### config.mk
export PLATFORM = sky130hd
export DESIGN_NAME = page_walker
export DESIGN_NICKNAME = d
export VERILOG_FILES = /design/src/rtl/ptw_pkg.sv /design/src/rtl/ptw_datapath.sv /design/src/rtl/ptw_ctrl.sv /design/src/rtl/page_walker.sv
export SDC_FILE = /design/constraint.sdc
export NUM_CORES = 1
export LEC_CHECK = 0
export BUFFER_PORTS_ARGS = -buffer_cell sky130_fd_sc_hd__buf_4
export CORE_ASPECT_RATIO = 0.6
export CORE_MARGIN = 1
export CORE_UTILIZATION = 51
export DETAILED_ROUTE_END_ITERATION = 6
export GPL_TIMING_DRIVEN = 0
export PLACE_DENSITY = 0.89
export SLEW_MARGIN = 20
export SYNTH_ARGS = -nofsm -noshare
export SYNTH_HDL_FRONTEND = slang
export SYNTH_SLANG_ARGS = --single-unit
### constraint.sdc
create_clock -name clk -period 4.2 [get_ports clk]
set_clock_uncertainty 0.2 [all_clocks]
set_input_delay 0.84 -clock clk [delete_from_list [all_inputs] [get_ports clk]]
set_output_delay 0.84 -clock clk [all_outputs]
set_load 0.05 [all_outputs]
### src/rtl/ptw_pkg.sv
package ptw_pkg;

  // Entry flag positions (leaf permission bits and valid flag)
  localparam int BIT_V   = 0;
  localparam int BIT_RD  = 1;
  localparam int BIT_WR  = 2;
  localparam int BIT_EX  = 3;
  localparam int BIT_USR = 4;
  localparam int FLAG_W  = 5;

  // Number of table levels handled by the walker
  localparam int LEVELS = 2;

  typedef enum logic [1:0] {
    KIND_READ  = 2'b00,
    KIND_WRITE = 2'b01,
    KIND_EXEC  = 2'b10,
    KIND_RSVD  = 2'b11
  } accKind_e;

  typedef enum logic [1:0] {
    ST_OK         = 2'b00,
    ST_PAGE_FAULT = 2'b01,
    ST_PROT_FAULT = 2'b10
  } walkStatus_e;

  // Strobes from control to datapath
  typedef struct packed {
    logic        capReq;     // latch request and table base
    logic        capBase;    // latch next-level table base from entry
    logic        capResult;  // latch final status and physical address
    walkStatus_e status;     // status to record with capResult
  } dpStrobe_t;

endpackage

### src/rtl/ptw_datapath.sv
module ptw_datapath
  import ptw_pkg::*;
#(
  parameter int VA_W    = 31,
  parameter int PA_W    = 27,
  parameter int OFF_W   = 12,
  parameter int TOP_W   = 9,
  parameter int PTE_W   = 32,
  parameter int PPN_LSB = 16,
  parameter int PTE_SHIFT = 2
) (
  input  logic             clk,
  input  logic             rstN,
  input  dpStrobe_t        strobe,
  input  logic             topLevel,
  input  logic [VA_W-1:0]  reqVaddr,
  input  logic [1:0]       reqKind,
  input  logic             reqUser,
  input  logic [PA_W-1:0]  ptBase,
  input  logic [PTE_W-1:0] memRspData,
  output logic [PA_W-1:0]  memReqAddr,
  output logic             entryValid,
  output logic             permOk,
  output logic [PA_W-1:0]  rspPaddr,
  output logic [1:0]       rspStatus
);

  localparam int LOW_W = VA_W - OFF_W - TOP_W;
  localparam int PPN_W = PA_W - OFF_W;

  logic [VA_W-1:0]  vaddrQ;
  accKind_e         kindQ;
  logic             userQ;
  logic [PA_W-1:0]  baseQ;
  logic [PA_W-1:0]  paddrQ;
  walkStatus_e      statusQ;

  logic [TOP_W-1:0] topIdx;
  logic [LOW_W-1:0] lowIdx;
  logic [PA_W-1:0]  idxExt;
  logic [PPN_W-1:0] entryPpn;
  logic [FLAG_W-1:0] entryFlags;
  logic             kindAllowed;

  // Request and walk registers
  always_ff @(posedge clk) begin
    if (!rstN) begin
      vaddrQ  <= '0;
      kindQ   <= KIND_READ;
      userQ   <= 1'b0;
      baseQ   <= '0;
      paddrQ  <= '0;
      statusQ <= ST_OK;
    end else begin
      if (strobe.capReq) begin
        vaddrQ <= reqVaddr;
        kindQ  <= accKind_e'(reqKind);
        userQ  <= reqUser;
        baseQ  <= ptBase;
      end
      if (strobe.capBase) begin
        baseQ <= {entryPpn, {OFF_W{1'b0}}};
      end
      if (strobe.capResult) begin
        statusQ <= strobe.status;
        paddrQ  <= {entryPpn, vaddrQ[OFF_W-1:0]};
      end
    end
  end

  // Entry address: table base plus scaled level index
  assign topIdx     = vaddrQ[VA_W-1 -: TOP_W];
  assign lowIdx     = vaddrQ[OFF_W +: LOW_W];
  assign idxExt     = topLevel ? PA_W'(topIdx) : PA_W'(lowIdx);
  assign memReqAddr = baseQ + (idxExt << PTE_SHIFT);

  // Entry decode
  assign entryFlags = memRspData[FLAG_W-1:0];
  assign entryPpn   = memRspData[PPN_LSB +: PPN_W];
  assign entryValid = entryFlags[BIT_V];

  always_comb begin
    unique case (kindQ)
      KIND_READ:  kindAllowed = entryFlags[BIT_RD];
      KIND_WRITE: kindAllowed = entryFlags[BIT_WR];
      KIND_EXEC:  kindAllowed = entryFlags[BIT_EX];
      default:    kindAllowed = 1'b0;
    endcase
  end

  assign permOk = kindAllowed && (!userQ || entryFlags[BIT_USR]);

  assign rspPaddr  = paddrQ;
  assign rspStatus = statusQ;

  logic unusedEntryBits;
  assign unusedEntryBits = ^{memRspData[PTE_W-1:PPN_LSB+PPN_W], memRspData[PPN_LSB-1:FLAG_W]};

  // A granted result must come from a valid, permitted leaf
  assert_grant_needs_perm_R5 : assert property (@(posedge clk) disable iff (!rstN)
    (strobe.capResult && strobe.status == ST_OK) |-> (entryValid && permOk));

  // A fault of the page kind must come from a clear valid flag
  assert_pf_needs_invalid_R4 : assert property (@(posedge clk) disable iff (!rstN)
    (strobe.capResult && strobe.status == ST_PAGE_FAULT) |-> !entryValid);

endmodule

### src/rtl/ptw_ctrl.sv
module ptw_ctrl
  import ptw_pkg::*;
(
  input  logic      clk,
  input  logic      rstN,
  input  logic      reqValid,
  input  logic      memReqReady,
  input  logic      memRspValid,
  input  logic      entryValid,
  input  logic      permOk,
  output logic      reqReady,
  output logic      memReqValid,
  output logic      rspValid,
  output logic      topLevel,
  output dpStrobe_t strobe
);

  localparam int CNT_W = $clog2(LEVELS + 1);

  typedef enum logic [1:0] {S_IDLE, S_REQ, S_WAIT, S_DONE} walkState_e;

  walkState_e state, stateNext;
  logic [CNT_W-1:0] readCnt;

  always_comb begin
    stateNext        = state;
    strobe.capReq    = 1'b0;
    strobe.capBase   = 1'b0;
    strobe.capResult = 1'b0;
    strobe.status    = ST_OK;
    unique case (state)
      S_IDLE: if (reqValid) begin
        strobe.capReq = 1'b1;
        stateNext     = S_REQ;
      end
      S_REQ: if (memReqReady) stateNext = S_WAIT;
      S_WAIT: if (memRspValid) begin
        if (!entryValid) begin
          strobe.capResult = 1'b1;
          strobe.status    = ST_PAGE_FAULT;
          stateNext        = S_DONE;
        end else if (topLevel) begin
          strobe.capBase = 1'b1;
          stateNext      = S_REQ;
        end else begin
          strobe.capResult = 1'b1;
          strobe.status    = permOk ? ST_OK : ST_PROT_FAULT;
          stateNext        = S_DONE;
        end
      end
      default: stateNext = S_IDLE;
    endcase
  end

  always_ff @(posedge clk) begin
    if (!rstN) begin
      state    <= S_IDLE;
      topLevel <= 1'b1;
      readCnt  <= '0;
    end else begin
      state <= stateNext;
      if (strobe.capReq) begin
        topLevel <= 1'b1;
        readCnt  <= '0;
      end else begin
        if (strobe.capBase) topLevel <= 1'b0;
        if (memReqValid && memReqReady) readCnt <= readCnt + 1'b1;
      end
    end
  end

  assign reqReady    = (state == S_IDLE);
  assign memReqValid = (state == S_REQ);
  assign rspValid    = (state == S_DONE);

  assert_walk_exclusive_R1 : assert property (@(posedge clk) disable iff (!rstN)
    (reqValid && reqReady) |=> !reqReady);

  assert_req_hold_R7 : assert property (@(posedge clk) disable iff (!rstN)
    (memReqValid && !memReqReady) |=> memReqValid);

  assert_rsp_pulse_R8 : assert property (@(posedge clk) disable iff (!rstN)
    rspValid |=> !rspValid);

  assert_read_budget_R4 : assert property (@(posedge clk) disable iff (!rstN)
    memReqValid |-> (int'(readCnt) < LEVELS));

endmodule

### src/rtl/page_walker.sv
module page_walker
  import ptw_pkg::*;
#(
  parameter int VA_W    = 31,
  parameter int PA_W    = 27,
  parameter int OFF_W   = 12,
  parameter int TOP_W   = 9,
  parameter int PTE_W   = 32,
  parameter int PPN_LSB = 16
) (
  input  logic             clk,
  input  logic             rstN,
  input  logic [PA_W-1:0]  ptBase,
  input  logic             reqValid,
  output logic             reqReady,
  input  logic [VA_W-1:0]  reqVaddr,
  input  logic [1:0]       reqKind,
  input  logic             reqUser,
  output logic             memReqValid,
  input  logic             memReqReady,
  output logic [PA_W-1:0]  memReqAddr,
  input  logic             memRspValid,
  input  logic [PTE_W-1:0] memRspData,
  output logic             rspValid,
  output logic [PA_W-1:0]  rspPaddr,
  output logic [1:0]       rspStatus
);

  localparam int PTE_SHIFT = $clog2(PTE_W / 8);

  dpStrobe_t strobe;
  logic      topLevel;
  logic      entryValid;
  logic      permOk;

  ptw_ctrl u_ctrl (
    .clk         (clk),
    .rstN        (rstN),
    .reqValid    (reqValid),
    .memReqReady (memReqReady),
    .memRspValid (memRspValid),
    .entryValid  (entryValid),
    .permOk      (permOk),
    .reqReady    (reqReady),
    .memReqValid (memReqValid),
    .rspValid    (rspValid),
    .topLevel    (topLevel),
    .strobe      (strobe)
  );

  ptw_datapath #(
    .VA_W      (VA_W),
    .PA_W      (PA_W),
    .OFF_W     (OFF_W),
    .TOP_W     (TOP_W),
    .PTE_W     (PTE_W),
    .PPN_LSB   (PPN_LSB),
    .PTE_SHIFT (PTE_SHIFT)
  ) u_dp (
    .clk        (clk),
    .rstN       (rstN),
    .strobe     (strobe),
    .topLevel   (topLevel),
    .reqVaddr   (reqVaddr),
    .reqKind    (reqKind),
    .reqUser    (reqUser),
    .ptBase     (ptBase),
    .memRspData (memRspData),
    .memReqAddr (memReqAddr),
    .entryValid (entryValid),
    .permOk     (permOk),
    .rspPaddr   (rspPaddr),
    .rspStatus  (rspStatus)
  );

  assert_addr_stable_R7 : assert property (@(posedge clk) disable iff (!rstN)
    (memReqValid && !memReqReady) |=> $stable(memReqAddr));

endmodule

* Yosys cells after proc, flatten, opt, wreduce, memory -nomap -nowiden
Index checks and enable logic that the tools add are counted.
** Word-level totals
- Bits in registers :: 93
- Input bits :: 98
- Output and inout bits :: 59
- Word-level logic and storage cells :: 47
** Cells by class
- $add $sub $neg :: 1
- Equal/unequal tests :: 8
- Mux-type cells :: 19
- Bitwise gates (word level) :: 1
- Reductions and logical operators :: 9
** Operator list (count)
- 27-bit two-way mux :: 2
- 27-bit adder :: 1
- 2-bit two-way mux :: 6
- 10-bit two-way mux :: 1
- 4-bit two-way mux :: 2
- 2-bit equality test (second input constant) :: 3
- 3-bit two-way mux :: 2
- 2-bit one-hot mux with 3 select lines :: 1
- 2-bit by 1-bit equality test with 1-bit output (second input constant) :: 2
- 2-bit logical NOT :: 2
- 1-bit two-way mux :: 4
- 2-bit inequality test (second input constant) :: 2
- 2-bit OR reduction :: 2
- 1-bit one-hot mux with 3 select lines :: 1
- 3-bit AND reduction :: 1
- 2-bit by 1-bit inequality test with 1-bit output (second input constant) :: 1
- 2-bit nonzero test :: 1
- 1-bit logical AND :: 1
- 1-bit logical NOT :: 1
- 1-bit logical OR :: 1
- 1-bit inverter :: 1

* Logic depth before layout (Yosys ltp)
Gate-level depths: netlist of the first run.
- Depth in word-level cells :: 9
- Mapped depth :: 11
- Mapped depth without buffers :: 9

* Cells and area by module
From an unflattened synthesis of the first run, not the netlist that was laid out.
** Second synthesis, totals
- Cells, all modules :: 467
- Area total of the unflattened synthesis :: 4579.4 um^2
** By module, submodules not included
- ptw_datapath :: times used 1, cells each 444, area an instance 4380.5 um^2, sequential area each 1801.7 um^2
- ptw_ctrl :: times used 1, cells each 23, area an instance 198.9 um^2, sequential area each 60.1 um^2

* Worst setup path before layout of the first run
Ideal clock, no wire load.
- Kind :: flip-flop to output port
- Start point :: register u_ctrl.topLevel
- End point :: output port memReqAddr[17]
- Arrival :: 4057 ps
- Required time :: 3160 ps
- Setup slack :: -897 ps
- Stages on the path, launching flop included :: 10
- Buffers on the path :: 2
- Cells stage by stage :: dfxtp_1 -> clkbuf_1 -> buf_1 -> mux2_2 -> ha_1 -> a21o_2 -> a31oi_2 -> a21oi_1 -> nor2_1 -> o311ai_0
** On the way
- Cells in the longest elaborated chain, start to end :: 2
** Ends and longest elaborated chain
- start: declaration :: RTL line ptw_ctrl.sv:14 : output logic topLevel,
- start signal: assignment :: RTL line ptw_ctrl.sv:58 : topLevel <= 1'b1;
- start signal: assignment :: RTL line ptw_ctrl.sv:63 : topLevel <= 1'b1;
- start signal: assignment :: RTL line ptw_ctrl.sv:66 : if (strobe.capBase) topLevel <= 1'b0;
- 10-bit two-way mux :: RTL line ptw_datapath.sv:74 : assign idxExt = topLevel ? PA_W'(topIdx) : PA_W'(lowIdx);
- 27-bit adder :: RTL line ptw_datapath.sv:75 : assign memReqAddr = baseQ + (idxExt << PTE_SHIFT);
- end: declaration :: RTL line page_walker.sv:21 : output logic [PA_W-1:0] memReqAddr,
No other way between the ends.

* Worst setup path after layout of the first run
- Start point :: register u_ctrl.topLevel
- End point :: output port memReqAddr[10]
The elaborated chain is that of the path after synthesis.

==> tab_implementation.tex, run 1 <==
\begin{tabular}{lr}
\hline
Metric & Value \\
\hline
\multicolumn{2}{l}{\textbf{Placed design}} \\
Number of placed cells counting well taps & 843 \\
Number of port buffers & 143 \\
Worst slack, placed & -0.374 ns \\
Detailed Place HPWL & 11,200 um \\
GP Congestion & 0.871 \\
\multicolumn{2}{l}{\textbf{CTS}} \\
Number of H-tree levels & 3 \\
Number of hold-repair buffers added at the cts stage & 0 \\
Clock transition at the registers of the reported paths & 0.07 ns \\
Sinks on the clock net & 93 \\
Worst-skew pair later-pin latency & 0.34 ns \\
Number of buffers between clock root and the deepest sink & 2 \\
TritonCTS Buffers & 9 \\
Clock tree from TritonCTS & done \\
CTS Root Buffer Type & clkbuf\_16 \\
\multicolumn{2}{l}{\textbf{Synthesis}} \\
Sequential fraction of the synthesis area & 39.5\% \\
Async SR Flop Fraction & 0\% \\
Total number of yosys warnings & 0 \\
Avg Inst Size Synth & 8.01 um\^{}2 \\
Netlist area before placement & 4710 um\^{}2 \\
Syn\_nets & 697 \\
Most common flop cell mapped by yosys & dfxtp\_1 \\
Number of synthesized flops with an enable pin & 0 \\
Most used standard cell by instance count after synthesis & nand2\_1 \\
Flip-flop and latch count after synthesis & 93 \\
Largest cells by area after synthesis & dfxtp\_1 (40\%), nand2\_1 (15\%), a21boi\_0 (9.7\%), o211a\_1 (3.2\%), ha\_1 (2.7\%) \\
Distinct cell type count after synthesis & 60 \\
List of most frequent post-synthesis cells & nand2\_1 (193), dfxtp\_1 (93), a21boi\_0 (61) \\
Synthesized instance count & 588 \\
Most area-hungry cell type in the Yosys netlist & dfxtp\_1 \\
Proportion of netlist area held by the largest area contributor & 39.5\% \\
\multicolumn{2}{l}{\textbf{Floorplanning}} \\
Number of I/O pins & 157 \\
Chip Height & 76.4 um \\
Floorplan die area & 9640 um\^{}2 \\
Floorplan core area & 8720 um\^{}2 \\
Standard-cell rows & 26 \\
Die X & 126 um \\
Initial cell density of the core & 54.0\% \\
\multicolumn{2}{l}{\textbf{Layout}} \\
Fraction of final layout cells sized beyond drive strength 1 & 29.0\% \\
Non-Filler Instances & 859 \\
Final antenna diode count & 0 \\
Final layout net count & 851 \\
Area growth from synthesis to layout & 34.9\% \\
\multicolumn{2}{l}{\textbf{Drt}} \\
WL final & 14,600 um \\
Antenna viol nets, final & 0 \\
DRC viols & 0 \\
Routed wire per std cell & 17.0 um \\
Number of detailed-route iterations in the first pass & 5 \\
Vias per cell & 5.69 \\
Number of DRC markers after the initial detailed-route iteration & 359 \\
Detailed-route via count & 4,886 \\
\multicolumn{2}{l}{\textbf{Timing}} \\
Post-route worst setup slack & 0.106 ns \\
Max frequency & 244 MHz \\
Worst max-slew margin expressed relative to the limit & 61.6\% \\
Final worst hold slack & 0.262 ns \\
Number of hold violations in the final report & 0 \\
Fin crit period & 4.09 ns \\
Unrepaired setup endpoints after global routing & yes \\
Setup violations, final & 0 \\
Worst-Margin Slew & 0.572 ns \\
Final Max Tran Viols & 0 \\
Period utilization & 97.5\% \\
\multicolumn{2}{l}{\textbf{Critical path}} \\
Critical path data arrival time & 3.05 ns \\
Reg2reg start & u\_ctrl.state[0] \\
Critical path's largest stage delay & 0.48 ns \\
CP startpoint kind & flop \\
Type of the worst setup path & flop to primary output \\
Biggest fanout along the worst timing path & 10 \\
Nature of the critical path endpoint & primary output \\
CP most frequent cell & buf\_6 \\
Start point of the critical path & u\_ctrl.topLevel \\
Cells traversed along the worst timing path & buf\_6 > mux2\_2 > ha\_2 > a21o\_2 > a21oi\_2 > a21boi\_2 > or4b\_1 > nand3\_1 > buf\_6 \\
Required time of the worst setup path & 3.16 ns \\
Number of buffer and inverter instances along the worst setup path & 2 \\
Worst path slowest cell & or4b\_1 \\
Cell family with most CP delay & simple AND/OR/NAND/NOR gates \\
\multicolumn{2}{l}{\textbf{Power}} \\
Power per unit of standard cell area & 356 nW/um\^{}2 \\
Leakage power total & 2.83 nW \\
Max VDD drop & 273 uV \\
\multicolumn{2}{l}{\textbf{Global route}} \\
Gr ovfl total & 0 \\
Initial antenna violation count & 0 \\
Via count of the first global-routing pass & 4,553 \\
Pin count of the biggest net entering global routing & 17 \\
Overall Global Routing Usage & 30.7\% \\
Wire length of the first global-routing pass & 23,000 um \\
\multicolumn{2}{l}{\textbf{Min path}} \\
Min-delay src & u\_dp.vaddrQ[5] \\
Kind of path behind the tightest hold check & flop to flop \\
\multicolumn{2}{l}{\textbf{Outcome}} \\
Status & finished clean \\
\multicolumn{2}{l}{\textbf{Run}} \\
Max-cap violations & 0 \\
\hline
\end{tabular}
-- layer usage --
metal	share of wire [%]	track usage (%)	up-vias
li1	-	-	2324
met1	46	41.6	2317
met2	44	47.7	222
met3	9.1	8.22	23
met4	1.5	9.16	0
met5	0	0	-
-- state kept, by name, summed over array words and instances (netlist names) --
| register | flops |
|---|---|
| u_dp.userQ | 1 |
| u_ctrl.topLevel | 1 |
| u_ctrl.state | 2 |
| u_dp.kindQ | 2 |
| u_dp.baseQ | 27 |
| u_dp.vaddrQ | 31 |
| u_dp.rspStatus | 2 |
| u_dp.rspPaddr | 27 |
-- layout by cell type (no fill, tap or decap), types with 9 or more instances in the layout --
cell type / synthesis / final
nand3_1: 19 / 19
buf_4: 2 / 145
nand2_1: 193 / 193
a21boi_0: 61 / 61
a21oi_1: 20 / 18
clkbuf_16: 0 / 9
ha_1: 10 / 9
buf_2: 12 / 12
o211a_1: 15 / 15
o21ai_0: 12 / 11
nor2_1: 11 / 10
clkbuf_1: 23 / 22
dfxtp_1: 93 / 92
-- area by class of cell --
type / count / area, um^2
sequential: 93 / 1870
tap: 112 / 140
timing repair buffer: 144 / 1080
clock inverter: 6 / 45.0
buffer: 41 / 204
clock buffer: 10 / 239
inverter: 6 / 22.5
multi-input combinational: 447 / 2750
fill: 669 / 2370
-- stage by stage --
step / TNS [ns] / util [%] / instance area, um^2 / power (W)
CTS: 0 / 72.3 / 6300 / 0.00226
floorplan: 0 / - / 4780 / 0.00130
global placement: -2.45 / 68.8 / 6000 / 0.00147
finish: 0 / 72.9 / 6350 / 0.00226
global route: -0.0402 / 72.9 / 6350 / 0.00235
detailed placement: -3.30 / 68.8 / 6000 / 0.00149
-- worst register-to-register path, stage by stage (launching register included) --
cell,delay (ns)
dfxtp_1,0.35
nor2_1,0.19
and2_1,0.15
clkbuf_1,0.36
buf_2,0.32
nand2_1,0.09
a21boi_0,0.22
-- final timing paths --
kind,slack (ns),to,depth (start not counted)
max,0.11,memReqAddr[10],9
min,0.26,u_dp.vaddrQ[5],2
max reg2reg,2.22,u_dp.vaddrQ[26],6
min reg2reg,0.26,u_dp.vaddrQ[5],2
-- kinds of logic (layout without fill, tap and decap cells) --
group / Yosys count / in the layout / share of synthesized area (%)
compound gates: 147 / 147 / 23.3
xor+xnor: 15 / 15 / 2.79
fa+ha+maj: 11 / 11 / 3.08
buf+inv: 48 / 207 / 4.73
flops: 93 / 93 / 39.5
mux: 12 / 12 / 2.76
simple gates: 262 / 262 / 23.8
-- where the power goes --
part,total [W],leakage [nW],switching [W],internal (W)
combinational,0.000520,1.93,0.000318,0.000202
clock,0.000776,0.137,0.000355,0.000422
sequential,0.000965,0.759,0.0000391,0.000925
total,0.00226,2.83,0.000712,0.00155
-- timing repair --
item,4_1_cts,5_1_grt
pin swaps,0,4
setup endpoints to repair,21,16
buffers inserted,0,1
resized for setup,8,11
(Power assumes the default switching activity.)
==> run 2: changes to the inputs <==
Settings changed: CORE_UTILIZATION 51 to 50, PLACE_DENSITY 0.89 to 0.88, SYNTH_HIERARCHICAL set to 1.
==> run 2 against run 1 <==
Against the previous run:
- the run now ends with design-rule violations left
- critical path depth unchanged
- cell area down 2.3%
- non-clock buffer count down 13
- first-iteration DRC count down 47%
- wire length down 16%
- core utilization down 1.4 points
- worst hold slack better by 0.049 ns
- synthesized cell count down 21%
- fmax about the same
- sequential cell count unchanged
- combinational power down 5.4%
- critical path type unchanged
==> tab_implementation.tex, run 2 <==
\begin{tabular}{lr}
\hline
Metric & Value \\
\hline
\multicolumn{2}{l}{\textbf{Drt}} \\
Number of detailed-route iterations in the first pass & 7 (+2) \\
Number of DRC markers after the initial detailed-route iteration & 190 (-47\%) \\
WL final & 12,300 um (-16\%) \\
Met1 wire length & 5750 um (-14\%) \\
Top layer used by detailed routing & met4 \\
Routed wire per std cell & 16.6 um (-2.1\%) \\
Met3 wirelength from detailed routing & 932 um (-30\%) \\
Detail Route met2 WL & 5510 um (-13\%) \\
Detailed-route via count & 3,908 (-20\%) \\
Vias per cell & 5.29 (-7.0\%) \\
DRC viols & 10 (+10) \\
Antenna viol nets, final & 0 (unchanged) \\
\multicolumn{2}{l}{\textbf{Floorplanning}} \\
Floorplan die area & 9560 um\^{}2 (-0.80\%) \\
Standard-cell rows & 26 (unchanged) \\
Floorplan core area & 8690 um\^{}2 (-0.37\%) \\
Chip Height & 76.1 um (-0.40\%) \\
Initial cell density of the core & 52.7\% (-1.3 points) \\
Die X & 126 um (-0.40\%) \\
Number of I/O pins & 157 (unchanged) \\
\multicolumn{2}{l}{\textbf{Synthesis}} \\
Async SR Flop Fraction & 0\% (unchanged) \\
Distinct cell type count after synthesis & 48 (-20\%) \\
Proportion of netlist area held by the largest area contributor & 40.7\% (+1.1 points) \\
Most common flop cell mapped by yosys & dfxtp\_1 \\
Flip-flop and latch count after synthesis & 93 (unchanged) \\
Synthesized instance count & 467 (-21\%) \\
Total number of yosys warnings & 6 (+6) \\
Most area-hungry cell type in the Yosys netlist & dfxtp\_1 \\
Avg Inst Size Synth & 9.81 um\^{}2 (+22\%) \\
Number of synthesized flops with an enable pin & 0 (unchanged) \\
Syn\_nets & 576 (-17\%) \\
List of most frequent post-synthesis cells & dfxtp\_1 (93), mux2i\_1 (93), nor2b\_1 (66) \\
Netlist area before placement & 4580 um\^{}2 (-2.8\%) \\
Sequential fraction of the synthesis area & 40.7\% (+1.1 points) \\
Largest cells by area after synthesis & dfxtp\_1 (41\%), mux2i\_1 (20\%), nor2b\_1 (9.0\%), ha\_1 (2.7\%), and2\_1 (2.5\%) \\
\multicolumn{2}{l}{\textbf{Layout}} \\
Final antenna diode count & 0 (unchanged) \\
Final layout net count & 732 (-14\%) \\
Most flops, register & u\_dp/vaddrQ \\
Most used cells in the layout excluding fill and tap cells & buf\_4 (147), mux2i\_1 (93), dfxtp\_1 (92) \\
Non-Filler Instances & 739 (-14\%) \\
Most common cell after layout, fill and taps aside & buf\_4 \\
Utilization of the core after routing & 71.5\% (-1.4 points) \\
Fraction of final layout cells sized beyond drive strength 1 & 32.1\% (+3.0 points) \\
Area growth from synthesis to layout & 35.5\% \\
Flip-flop count of the largest register, all copies and words added & 31 (unchanged) \\
\multicolumn{2}{l}{\textbf{Timing}} \\
Max frequency & 244 MHz (about the same) \\
Post-Route Setup TNS & 0 ns (unchanged) \\
Worst-Margin Slew & 0.767 ns (+0.195 ns) \\
Unrepaired setup endpoints after global routing & yes \\
Final Max Tran Viols & 0 (unchanged) \\
Period utilization & 97.5\% (about the same) \\
Fin crit period & 4.09 ns (+0.000153 ns) \\
Number of hold violations in the final report & 0 (unchanged) \\
Worst max-slew margin expressed relative to the limit & 48.9\% (-13 points) \\
Setup violations, final & 0 (unchanged) \\
\multicolumn{2}{l}{\textbf{Critical path}} \\
CP startpoint kind & flop \\
Nature of the critical path endpoint & primary output \\
Required time of the worst setup path & 3.16 ns (about the same) \\
Start point of the critical path & u\_ctrl/topLevel \\
Biggest fanout along the worst timing path & 10 (unchanged) \\
Reg-to-reg setup timing slack & 1.79 ns (-0.43 ns) \\
End point of the critical path & memReqAddr[14] \\
Count of cells along the worst register-to-register path & 7 (+1) \\
End of the worst register-to-register path & u\_dp/baseQ[3] \\
Reg2reg start & u\_ctrl/state[1] \\
Type of the worst setup path & flop to primary output \\
Critical path data arrival time & 3.05 ns (about the same) \\
\multicolumn{2}{l}{\textbf{Global route}} \\
Via count of the first global-routing pass & 3,937 (-14\%) \\
Pin count of the biggest net entering global routing & 16 (-1) \\
Gr ovfl total & 0 (unchanged) \\
Wire length of the first global-routing pass & 19,700 um (-14\%) \\
Initial antenna violation count & 0 (unchanged) \\
Overall Global Routing Usage & 26.2\% (-4.5 points) \\
\multicolumn{2}{l}{\textbf{CTS}} \\
Number of H-tree levels & 3 (unchanged) \\
TritonCTS Buffers & 9 (unchanged) \\
Worst-skew pair later-pin latency & 0.33 ns (about the same) \\
Clock tree from TritonCTS & done \\
Number of hold-repair buffers added at the cts stage & 0 (unchanged) \\
CTS Root Buffer Type & clkbuf\_16 \\
Number of buffers between clock root and the deepest sink & 2 (unchanged) \\
Sinks on the clock net & 93 (unchanged) \\
Clock transition at the registers of the reported paths & 0.06 ns (about the same) \\
\multicolumn{2}{l}{\textbf{Placed design}} \\
Number of port buffers & 143 (unchanged) \\
Detailed Place HPWL & 9450 um (-15\%) \\
GP Congestion & 0.822 (-5.7\%) \\
Number of placed cells counting well taps & 722 (-14\%) \\
\multicolumn{2}{l}{\textbf{Outcome}} \\
Status & finished with violations \\
Failing checks & design-rule violations \\
\multicolumn{2}{l}{\textbf{Power}} \\
Leakage power total & 2.69 nW (-4.7\%) \\
Power per unit of standard cell area & 385 nW/um\^{}2 (+8.1\%) \\
Max VDD drop & 285 uV (+4.5\%) \\
\multicolumn{2}{l}{\textbf{Run}} \\
Max-cap violations & 0 (unchanged) \\
\multicolumn{2}{l}{\textbf{Min path}} \\
Min-delay src & u\_dp/baseQ[6] \\
Kind of path behind the tightest hold check & flop to flop \\
\hline
\end{tabular}
-- run 2: metal layers --
metal	up-vias	GRT usage [%]
li1	1904	-
met1	1854	35.8
met2	140	41.4
met3	10	6.88
met4	0	5.85
met5	-	0
-- run 2: logic make-up after synthesis --
kind of cell | Yosys count | synth area share [%]
AO/OA/AOI/OAI | 47 | 6.80
XOR/XNOR | 20 | 3.83
adder cells (fa/ha/maj) | 11 | 3.17
buffers and inverters | 34 | 3.42
flip-flops | 93 | 40.7
multiplexers | 103 | 22.9
AND/OR/NAND/NOR | 159 | 19.3
-- run 2: final cells by class --
type | instances | area [um^2]
Buffer | 27 | 140
Tap cell | 112 | 140
Clock inverter | 5 | 108
Sequential cell | 93 | 1860
Clock buffer | 10 | 239
Timing Repair Buffer | 145 | 1090
Fill cell | 684 | 2480
Multi-Input combinational cell | 340 | 2600
Inverter | 7 | 26.3
-- run 2: critical path: stages (launching register included) --
cell and delay [ns]:
dfxtp_2 0.39, clkbuf_8 0.20, mux2_2 0.39, ha_2 0.32
a41o_1 0.30, a221oi_4 0.31, a21bo_2 0.30, nand3_1 0.10
xnor2_1 0.16, buf_4 0.24
-- run 2: through the flow --
stage                     hold slack [ns]  cell area (um^2)  setup slack (ns)  power, W
after detailed placement            0.292              5800            -0.165   0.00147
after CTS                           0.310              6180            0.0415   0.00240
after floorplan                     0.262              4590          -0.00114   0.00130
final                               0.312              6210             0.106   0.00239
after global routing                0.324              6210           0.00389   0.00248
after global placement              0.278              5800            -0.166   0.00145
-- run 2: report_power, final --
part / switching (W) / internal, W / leakage, nW
logic: 0.000278 / 0.000214 / 1.76
registers: 0.0000363 / 0.000929 / 0.759
clock network: 0.000332 / 0.000598 / 0.169
total: 0.000647 / 0.00174 / 2.69
-- run 2: worst min-delay path by stage --
stage,end,slack [ns],cells past startpoint
6_report,u_dp/baseQ[6],0.31,2
5_1_grt,u_dp/vaddrQ[0],0.32,2
4_1_cts,u_dp/baseQ[5],0.31,2
3_5_place_dp,u_dp/baseQ[5],0.29,2
3_3_place_gp,u_dp/baseQ[0],0.28,2
2_1_floorplan,u_dp/baseQ[0],0.26,2
-- run 2: repair_timing --
| action | 4_1_cts | 5_1_grt |
|---|---|---|
| endpoints found under the setup margin | 18 | 14 |
| hold endpoints to repair | 0 | 0 |
| gates resized for setup | 8 | 7 |
| pin swaps | 2 | 2 |
| setup buffers | 2 | 0 |
==> run 3: changes to the inputs <==
Settings changed: CORE_ASPECT_RATIO 0.6 to not set.
==> run 3 against run 2 <==
Against the previous run:
- largest cell class unchanged
- the run still ends with design-rule violations left
- fmax up 0.24%
- sequential share of layout area up 0.58 points
- combinational power about the same
- worst hold slack about the same
- largest power group unchanged
- count of clock-buffer cells in the layout up 1
- core utilization down 2.2 points
- sequential power about the same
==> tab_implementation.tex, run 3 (synthesis gave the netlist of run 2 again) <==
\begin{tabular}{lr}
\hline
Metric & Value \\
\hline
\multicolumn{2}{l}{\textbf{Layout}} \\
Most common cell after layout, fill and taps aside & buf\_4 \\
Flip-flop count of the largest register, all copies and words added & 31 (unchanged) \\
Utilization of the core after routing & 69.3\% (-2.2 points) \\
Final antenna diode count & 0 (unchanged) \\
Most flops, register & u\_dp/vaddrQ \\
Final layout net count & 733 (+0.14\%) \\
Most used cells in the layout excluding fill and tap cells & buf\_4 (148), mux2i\_1 (93), dfxtp\_1 (92) \\
Area growth from synthesis to layout & 33.2\% \\
Fraction of final layout cells sized beyond drive strength 1 & 32.1\% (+0.057 points) \\
\multicolumn{2}{l}{\textbf{Drt}} \\
Vias per cell & 5.25 (-0.81\%) \\
DRC viols & 20 (+10) \\
Routed wire per std cell & 15.9 um (-4.5\%) \\
Antenna viol nets, final & 0 (unchanged) \\
WL final & 11,700 um (-4.7\%) \\
Number of DRC markers after the initial detailed-route iteration & 138 (-27\%) \\
Number of detailed-route iterations in the first pass & 7 (unchanged) \\
Detailed-route via count & 3,866 (-1.1\%) \\
\multicolumn{2}{l}{\textbf{Placed design}} \\
GP Congestion & 0.887 (+7.9\%) \\
Detailed Place HPWL & 8880 um (-6.0\%) \\
Number of port buffers & 143 (unchanged) \\
\multicolumn{2}{l}{\textbf{Global route}} \\
Pin count of the biggest net entering global routing & 17 (+1) \\
Via count of the first global-routing pass & 4,012 (+1.9\%) \\
Wire length of the first global-routing pass & 19,100 um (-3.1\%) \\
Gr ovfl total & 0 (unchanged) \\
Overall Global Routing Usage & 24.9\% (-1.3 points) \\
Initial antenna violation count & 0 (unchanged) \\
\multicolumn{2}{l}{\textbf{Timing}} \\
Period utilization & 97.2\% (-0.23 points) \\
Number of hold violations in the final report & 0 (unchanged) \\
Worst-Margin Slew & 0.724 ns (-0.0434 ns) \\
Unrepaired setup endpoints after global routing & yes \\
Final Max Tran Viols & 0 (unchanged) \\
Post-Route Setup TNS & 0 ns (unchanged) \\
Fin crit period & 4.08 ns (-0.00966 ns) \\
Setup violations, final & 0 (unchanged) \\
Worst max-slew margin expressed relative to the limit & 51.8\% (+2.9 points) \\
Max frequency & 245 MHz (+0.24\%) \\
\multicolumn{2}{l}{\textbf{Run}} \\
Max-cap violations & 0 (unchanged) \\
\multicolumn{2}{l}{\textbf{Power}} \\
Leakage power total & 2.65 nW (-1.4\%) \\
Power per unit of standard cell area & 340 nW/um\^{}2 (-12\%) \\
Max VDD drop & 199 uV (-30\%) \\
\multicolumn{2}{l}{\textbf{Critical path}} \\
Critical path data arrival time & 3.04 ns (about the same) \\
CP startpoint kind & flop \\
Biggest fanout along the worst timing path & 10 (unchanged) \\
Nature of the critical path endpoint & primary output \\
Reg2reg start & u\_ctrl/state[1] \\
Type of the worst setup path & flop to primary output \\
Start point of the critical path & u\_ctrl/topLevel \\
Required time of the worst setup path & 3.16 ns (about the same) \\
\multicolumn{2}{l}{\textbf{Floorplanning}} \\
Number of I/O pins & 157 (unchanged) \\
Floorplan core area & 8810 um\^{}2 (+1.4\%) \\
Die X & 97.7 um (-22\%) \\
Chip Height & 97.7 um (+28\%) \\
Standard-cell rows & 34 (+31\%) \\
Floorplan die area & 9550 um\^{}2 (-0.13\%) \\
Initial cell density of the core & 52.0\% (-0.72 points) \\
\multicolumn{2}{l}{\textbf{CTS}} \\
Sinks on the clock net & 93 (unchanged) \\
Number of H-tree levels & 3 (unchanged) \\
CTS Root Buffer Type & clkbuf\_8 \\
Worst-skew pair later-pin latency & 0.34 ns (about the same) \\
Clock tree from TritonCTS & done \\
TritonCTS Buffers & 9 (unchanged) \\
Clock transition at the registers of the reported paths & 0.09 ns (+0.03 ns) \\
Number of buffers between clock root and the deepest sink & 2 (unchanged) \\
\multicolumn{2}{l}{\textbf{Min path}} \\
Min-delay src & u\_dp/baseQ[7] \\
Kind of path behind the tightest hold check & flop to flop \\
\multicolumn{2}{l}{\textbf{Outcome}} \\
Failing checks & design-rule violations \\
Status & finished with violations \\
\hline
\end{tabular}
-- run 3: changes by cell type in the layout (fill, tap and decap cells not counted), sizes merged --
cell | before | now
buf | 157 | 158
bufinv | 3 | 1
clkbuf | 25 | 26
clkinv | 1 | 2
inv | 8 | 9
-- run 3: stage by stage --
stage	instance area, um^2	power (W)	hold WS [ns]	instances	worst slack (ns)
2_1_floorplan	4590	0.00130	0.262	467	-0.00114
3_3_place_gp	5800	0.00145	0.278	718	-0.126
3_5_place_dp	5800	0.00146	0.292	718	-0.253
4_1_cts	6050	0.00208	0.316	736	0.00664
5_1_grt	6100	0.00217	0.344	737	-0.0329
6_report	6100	0.00207	0.312	737	0.116
-- run 3: where the power goes --
part	total [W]	leakage [nW]	internal [W]	switching (W)
registers	0.000963	0.759	0.000928	0.0000354
clock network	0.000617	0.105	0.000299	0.000318
logic	0.000492	1.79	0.000216	0.000276
total	0.00207	2.65	0.00144	0.000630
-- run 3: timing repair --
item	in CTS	in global routing
hold buffers	0	0
endpoints found under the setup margin	18	13
gates resized for setup	10	9
pin swaps	1	1
setup buffers	2	1
-- run 3: layout make-up --
cell class,instances,area [um^2]
Multi-Input combinational cell,340,2630
Tap cell,108,135
Buffer,27,140
Inverter,7,26.3
Timing Repair Buffer,146,1100
Fill cell,692,2710
Sequential cell,93,1870
Clock inverter,5,65.1
Clock buffer,11,141
-- run 3: final timing paths --
check	cells past startpoint	slack (ns)	endpoint
hold / removal	2	0.31	u_dp/baseQ[7]
hold reg to reg	2	0.31	u_dp/baseQ[7]
setup / recovery	10	0.12	memReqAddr[10]
setup reg to reg	7	1.74	u_dp/baseQ[3]
-- run 3: layer usage --
layer,part of all wire [%],track usage (%),vias to the layer above
met4,2.0,10.6,0
met5,0,0,-
met3,6.8,6.04,20
li1,-,-,1904
met1,42,30.1,1814
met2,49,42.3,128
-- run 3: worst max-delay path, stage by stage (launching register included) --
cell       delay (ns)
dfxtp_4          0.39
clkbuf_8         0.18
mux2_2           0.35
ha_1             0.22
fa_2             0.40
a21oi_4          0.19
o21ai_2          0.14
a2111oi_4        0.37
nor3_2           0.10
xor2_2           0.17
buf_6            0.18
